$ cat src/rtl/shadow_pkg.sv
package shadow_pkg;
    localparam int ADDR_W     = 20;
    localparam int CFG_W      = 8;
    localparam int SLOT_AW    = 14;                 // 16 KB slot granule
    localparam int N_SLOTS    = 8;                  // slots in C0000-DFFFF
    localparam int SLOT_IW    = $clog2(N_SLOTS);
    localparam int RSVD_BIT   = 0;
    localparam int WIDE_BIT   = 1;                  // bit covering the 32 KB region
    localparam int WIDE_SLOTS = 2;                  // slots held by that bit
    localparam int RD_EN_BIT  = 7;
    localparam int WP_BIT     = 6;
    localparam logic [ADDR_W-1:0] WIN_BASE  = 20'hC0000;
    localparam logic [ADDR_W-1:0] BIOS_BASE = 20'hE0000;

    typedef enum logic [1:0] {
        AREA_NONE = 2'd0,
        AREA_SLOT = 2'd1,
        AREA_BIOS = 2'd2
    } area_e;

    typedef struct packed {
        area_e              area;
        logic [SLOT_IW-1:0] slot;
    } decode_t;

    typedef struct packed {
        logic dram;
        logic bus;
        logic dropped;
    } route_t;

    function automatic int slot_ctrl_bit(input int slot);
        return (slot < WIDE_SLOTS) ? WIDE_BIT : slot;
    endfunction

    function automatic route_t pick_route(input logic enabled, input logic is_wr,
                                          input logic rd_en, input logic wp);
        route_t r;
        r = '0;
        if (!enabled)   r.bus     = 1'b1;
        else if (is_wr) begin
            if (wp)     r.dropped = 1'b1;
            else        r.dram    = 1'b1;
        end
        else if (rd_en) r.dram    = 1'b1;
        else            r.bus     = 1'b1;
        return r;
    endfunction
endpackage

$ cat src/rtl/shadow_cfg_regs.sv
module shadow_cfg_regs
    import shadow_pkg::*;
#(
    parameter int W = CFG_W
) (
    input  logic         clk,
    input  logic         rst,
    input  logic         we,
    input  logic         sel,
    input  logic [W-1:0] wdata,
    output logic [W-1:0] seg_q,
    output logic [W-1:0] glb_q,
    output logic [W-1:0] rdata
);
    always_ff @(posedge clk) begin
        if (rst) begin
            seg_q <= '0;
            glb_q <= '0;
        end else if (we) begin
            if (!sel) begin
                seg_q           <= wdata;
                seg_q[RSVD_BIT] <= 1'b0;
            end else begin
                glb_q <= wdata;
            end
        end
    end

    assign rdata = sel ? glb_q : seg_q;
endmodule

$ cat src/rtl/shadow_region_decode.sv
module shadow_region_decode
    import shadow_pkg::*;
(
    input  logic [ADDR_W-1:0] addr,
    output decode_t           dec
);
    always_comb begin
        dec      = '0;
        dec.area = AREA_NONE;
        if (addr >= BIOS_BASE) begin
            dec.area = AREA_BIOS;
        end else if (addr >= WIN_BASE) begin
            dec.area = AREA_SLOT;
            dec.slot = addr[SLOT_AW +: SLOT_IW];
        end
    end
endmodule

$ cat src/rtl/shadow_route_logic.sv
module shadow_route_logic
    import shadow_pkg::*;
(
    input  decode_t    dec,
    input  logic [CFG_W-1:0] seg_q,
    input  logic [CFG_W-1:0] glb_q,
    input  logic       valid,
    input  logic       is_wr,
    output route_t     route
);
    logic [N_SLOTS-1:0] slot_en;

    genvar gi;
    generate
        for (gi = 0; gi < N_SLOTS; gi++) begin : g_slot
            localparam int CB = slot_ctrl_bit(gi);
            assign slot_en[gi] = seg_q[CB];
        end
    endgenerate

    logic enabled;
    always_comb begin
        unique case (dec.area)
            AREA_BIOS: enabled = 1'b1;
            AREA_SLOT: enabled = slot_en[dec.slot];
            default:   enabled = 1'b0;
        endcase
    end

    always_comb begin
        route = '0;
        if (valid && dec.area != AREA_NONE)
            route = pick_route(enabled, is_wr, glb_q[RD_EN_BIT], glb_q[WP_BIT]);
    end
endmodule

$ cat src/rtl/shadow_route_ctrl.sv
module shadow_route_ctrl
    import shadow_pkg::*;
(
    input  logic              clk,
    input  logic              rst,
    input  logic              cfg_we,
    input  logic              cfg_sel,
    input  logic [CFG_W-1:0]  cfg_wdata,
    output logic [CFG_W-1:0]  cfg_rdata,
    input  logic              acc_valid,
    input  logic [ADDR_W-1:0] acc_addr,
    input  logic              acc_write,
    output logic              to_dram,
    output logic              to_bus,
    output logic              wr_dropped
);
    logic [CFG_W-1:0] seg_q;
    logic [CFG_W-1:0] glb_q;
    decode_t          dec;
    route_t           route;

    shadow_cfg_regs #(.W(CFG_W)) u_regs (
        .clk   (clk),
        .rst   (rst),
        .we    (cfg_we),
        .sel   (cfg_sel),
        .wdata (cfg_wdata),
        .seg_q (seg_q),
        .glb_q (glb_q),
        .rdata (cfg_rdata)
    );

    shadow_region_decode u_dec (
        .addr (acc_addr),
        .dec  (dec)
    );

    shadow_route_logic u_route (
        .dec   (dec),
        .seg_q (seg_q),
        .glb_q (glb_q),
        .valid (acc_valid),
        .is_wr (acc_write),
        .route (route)
    );

    assign to_dram    = route.dram;
    assign to_bus     = route.bus;
    assign wr_dropped = route.dropped;
endmodule

$ cat config.mk
export PLATFORM = sky130hd
export DESIGN_NAME = shadow_route_ctrl
export DESIGN_NICKNAME = d
export VERILOG_FILES = /design/src/rtl/shadow_pkg.sv /design/src/rtl/shadow_cfg_regs.sv /design/src/rtl/shadow_region_decode.sv /design/src/rtl/shadow_route_logic.sv /design/src/rtl/shadow_route_ctrl.sv
export SDC_FILE = /design/constraint.sdc
export NUM_CORES = 1
export LEC_CHECK = 0
export BUFFER_PORTS_ARGS = -buffer_cell sky130_fd_sc_hd__clkbuf_2
export CAP_MARGIN = 10
export CELL_PAD_IN_SITES_DETAIL_PLACEMENT = 1
export CELL_PAD_IN_SITES_GLOBAL_PLACEMENT = 2
export CORE_UTILIZATION = 26
export DETAILED_ROUTE_END_ITERATION = 10
export GPL_TIMING_DRIVEN = 0
export HOLD_SLACK_MARGIN = 0.15
export PLACE_DENSITY = 0.76
export SLEW_MARGIN = 20
export SYNTH_ARGS = -nofsm -noshare
export SYNTH_HDL_FRONTEND = slang
export SYNTH_HIERARCHICAL = 1
export SYNTH_SLANG_ARGS = --single-unit
$ cat constraint.sdc
create_clock -name clk -period 1.6 [get_ports clk]
set_input_delay 0.16 -clock clk [delete_from_list [all_inputs] [get_ports clk]]
set_output_delay 0.16 -clock clk [all_outputs]
set_load 0.05 [all_outputs]
# Yosys cells after proc, flatten, opt, wreduce, memory -nomap -nowiden
# Index checks and enable logic that the tools add are counted.
totals:
  regBits: 15
  input_bits: 34
classes:
  muxes: 18
  magnitude_cmp: 3
  reduce_logical: 4
  n_bitwise: 1
  n_eq_ne: 2
ops:
  columns: ["cell", "n"]
  rows:
  - ["greater-or-equal comparator 20 bit, second input constant", 2]
  - ["2-to-1 mux 1 bit", 11]
  - ["2-to-1 mux 8 bit", 1]
  - ["2-to-1 mux 3 bit", 2]
  - ["< comparator 3 x 4 -> 1 bit, second input constant", 1]
  - ["2-to-1 mux 4 bit", 1]
  - ["AND reduction 2 bit", 2]
  - ["binary-select mux 1 bit (select 3 bit)", 1]
  - ["equality test 2 x 1 -> 1 bit, second input constant", 1]
  - ["equality test 2 bit, second input constant", 1]
  - ["2-to-1 mux 2 bit", 1]
  - ["case mux 1 bit (2 select lines)", 1]
  - ["nonzero test 2 bit", 1]
  - ["logical AND 1 bit", 1]
  - ["inverter 1 bit", 1]

# Longest topological paths before layout
depth:
  ltp_word: 8
  depth_mapped: 6
  ltp_nobuf: 6

# Cells and area by module
# The synthesis kept the hierarchy.
by_module_without_submodules:
  columns: ["module", "area_per_inst_um2", "instances", "cells_per_inst"]
  rows:
  - ["shadow_cfg_regs", 742.0, 1, 72]
  - ["shadow_route_logic", 201.4, 1, 25]
  - ["shadow_region_decode", 47.5, 1, 5]

# Least setup slack after synthesis
# Ideal clock, no wire load.
synth_path:
  path_type: "input port to output port"
  startpoint: "input acc_addr[17]"
  endpoint: "output to_dram"
  cell_stages: 6
  arrival_time_ns: 2.121
  t_required_ns: 1.440
  slack_ns: -0.681
  cell_sequence: "and3b_2 inv_1 ha_1 o21a_1 nand2_1 a211oi_1"
synth_via:
  elab_chain_cells: 8
  elab_cells_between_ends: 14
synth_rtl:
  columns: ["item", "line_no", "source"]
  rows:
  - ["from (decl)", "shadow_route_ctrl.sv:11", "input logic [ADDR_W-1:0] acc_addr,"]
  - ["greater-or-equal comparator 20 bit", "shadow_region_decode.sv:12", "end else if (addr >= WIN_BASE) begin"]
  - ["2-to-1 mux 4 bit", "shadow_region_decode.sv:12", null]
  - ["2-to-1 mux 3 bit", "shadow_region_decode.sv:10", "if (addr >= BIOS_BASE) begin"]
  - ["binary-select mux 1 bit (select 3 bit)", "shadow_route_logic.sv:25", "AREA_SLOT: enabled = slot_en[dec.slot];"]
  - ["2-to-1 mux 1 bit (implied by the code)", "shadow_route_logic.sv:25", null]
  - ["case mux 1 bit (2 select lines)", "shadow_route_logic.sv:23", "unique case (dec.area)"]
  - ["2-to-1 mux 1 bit", "shadow_pkg.sv:40", "if (!enabled) r.bus = 1'b1;"]
  - ["2-to-1 mux 3 bit *", "shadow_route_logic.sv:32", "if (valid && dec.area != AREA_NONE)"]
  - ["to (decl)", "shadow_route_ctrl.sv:13", "output logic to_dram,"]
# Every way passes the cells marked *; elsewhere a longest branch is shown, timed or not. The select of a mux whose other input is x is not followed.

==> results.md <==
* Crit path DAT at 1610 ps
* Hold_ws at 171.0 ps
* Grt ovf at 0
* CTS tree: yes
* Critical-path cell list: buf_8 -> and3b_2 -> inv_2 -> ha_4 -> o211ai_1 -> a2111o_1 -> and3_4 -> clkbuf_16
* H-tree depth at 1
* DRC at 0
* P&R area growth vs syn at 41.25%
* CORE AREA at 3468 um2
* Avg Inst Size Synth at 9.797 um2
* Net Count, Synth at 137
* Number of global-route vias before repair at 908
* Skew final at 0 ps
* Run status: finished with violations
* Port buffer count at 30
* Initial antenna violation count at 0
* CTS sink count at 15
* WL final at 2462 um
* Fin. Hold Viols at 0
* Worst hold path endpoint: u_regs/glb_q[0]
* Core Util, Final at 39.90%
* Hold Crit Depth at 3
* GRT Total Usage at 13.69%
* R2r endpoint: u_regs/glb_q[0]
* Root Buffer: clkbuf_8
* Wire per inst at 13.53 um
* Register area at 301.5 um2
* Worst Setup Start Kind: primary input
* Ant diodes at 0
* Worst setup EP type: output port
* Unrepaired setup endpoints after global routing: true
* First-pass GRT wire length at 4291 um
* Initial DRC Count at 14
* First-pass DRT Iterations at 4
* Min Tclk post-route at 1771 ps
* Fill cell count at 425
* Die area at 4018 um2
* Total CTS buffers at 3
* Final Max Tran Viols at 0
* Die X at 63.39 um
* Pwr dens at 676.2 nW/um2
* Multi-input gate area at 718.2 um2
* R2R depth at 2
* Clock transition at the registers of the reported paths at 60 ps
* Hold Crit Class: in -> reg
* Final GP Congestion at 0.7860
* Die height at 63.39 um
* CP required at 1440 ps
* Synth warn at 6
* Worst-skew pair later-pin latency at 250 ps
* Max Freq at 564.6 MHz
* Routed vias/inst at 4.692
* R2r startpoint: u_regs/glb_q[0]
* Max incr delay on CP at 300 ps
* CTS Hold Bufs at 0
* Leakage at 0.5797 nW
* Starting density of the core at 28.25%
* Hold path startpoint: cfg_wdata[0]
* Max FO, Critical Path at 5
* Post-Syn Instances at 100
* Slowest stage cell on the critical path: a2111o_1
* Via count at 854
* FP Rows at 21
* Num ports at 45
* Maximum root-to-sink buffer count at 2
* Failing checks: negative setup slack
* Antenna-violating nets left at 0
* R2R setup slack at 830 ps
* Slack of the critical path at -171.0 ps
* Largest net degree at the start of global routing at 11
* Post-layout net count at 174
* CP Class: in -> out
* Crit share post-route at 110.7%
* Layout cells sized above 1 at 46.32%
* Cell Area, Synth at 979.7 um2
* Final setup fails at 3
* VDD IR max at 0.3411 mV
* Normalized max-slew margin at 75.67%
* Worst slew pin tran at 365.0 ps
* Hpwl dp at 1971 um
* Max Cap Viol at 0
[flip-flops by register name (all words and copies together), names as in the netlist]
signal	count
u_regs/glb_q	8
u_regs/seg_q	7
[through the flow]
step	setup WS, ps	total power, W	area (um2)	TNS (ps)	instances
3_3_place_gp	-301.0	0.0006145	1230	-705.2	176
2_1_floorplan	-75.72	0.0005561	1022	-102.2	100
6_report	-171.0	0.0009357	1384	-295.6	182
4_1_cts	-168.8	0.0009474	1368	-389.6	181
5_1_grt	-242.2	0.0009973	1384	-454.8	182
3_5_place_dp	-305.0	0.0006208	1230	-797.1	176
[critical path, delay by kind of cell]
family	cells	cell delay [ps]
and+or+nand+nor	2	450
AOI/OAI and AO/OA	2	390
buffers and inverters	3	320
adders and majority gates	1	280
[timing repair]
action	CTS	global route
gates cloned	0	0
setup buffers	1	1
setup endpoints to repair	3	3
gates resized for setup	16	5
pin swaps	3	3
[area by class of cell]
cell class / instances / share of cell area (%)
inverter: 3 / 0.9946
tap: 46 / 4.159
buffer: 5 / 2.260
clock inverter: 1 / 0.3617
clock buffer: 3 / 2.984
timing repair buffer: 32 / 15.55
sequential: 15 / 21.79
multi-input combinational: 77 / 51.90
[placed cells by master, fill, tap and decap left out, types with 3 or more instances in the layout]
| cell | instances |
|---|---|
| mux2i_1 | 14 |
| buf_4 | 3 |
| clkbuf_8 | 3 |
| buf_8 | 3 |
| nand2b_1 | 23 |
| clkbuf_2 | 26 |
| mux2_2 | 7 |
| dfxtp_1 | 14 |
[how the worst max path moves through the flow]
| stage | start | endpoint | depth (start not counted) |
|---|---|---|---|
| CTS | acc_addr[17] | to_bus | 6 |
| global route | acc_addr[17] | to_bus | 8 |
| global placement | acc_addr[17] | to_bus | 8 |
| detailed placement | acc_addr[17] | to_bus | 8 |
| floorplan | acc_addr[17] | to_dram | 6 |
| finish | acc_addr[17] | to_bus | 8 |
[power breakdown]
group,switching (W),internal (W)
Combinational,0.000124,0.0000996
Sequential,0.0000140,0.000393
Clock,0.000133,0.000172
Total,0.000270,0.000665
[per-layer routing]
metal	vias to the layer above	GRT usage, %	wire [um]	part of all wire, %
li1	425	-	-	-
met1	407	16.85	1087	44
met2	20	24.07	1270	52
met3	2	2.717	90	3.7
met4	0	3.409	14	0.57
met5	-	0	0	0
Power figures use the tool's default switching activity.
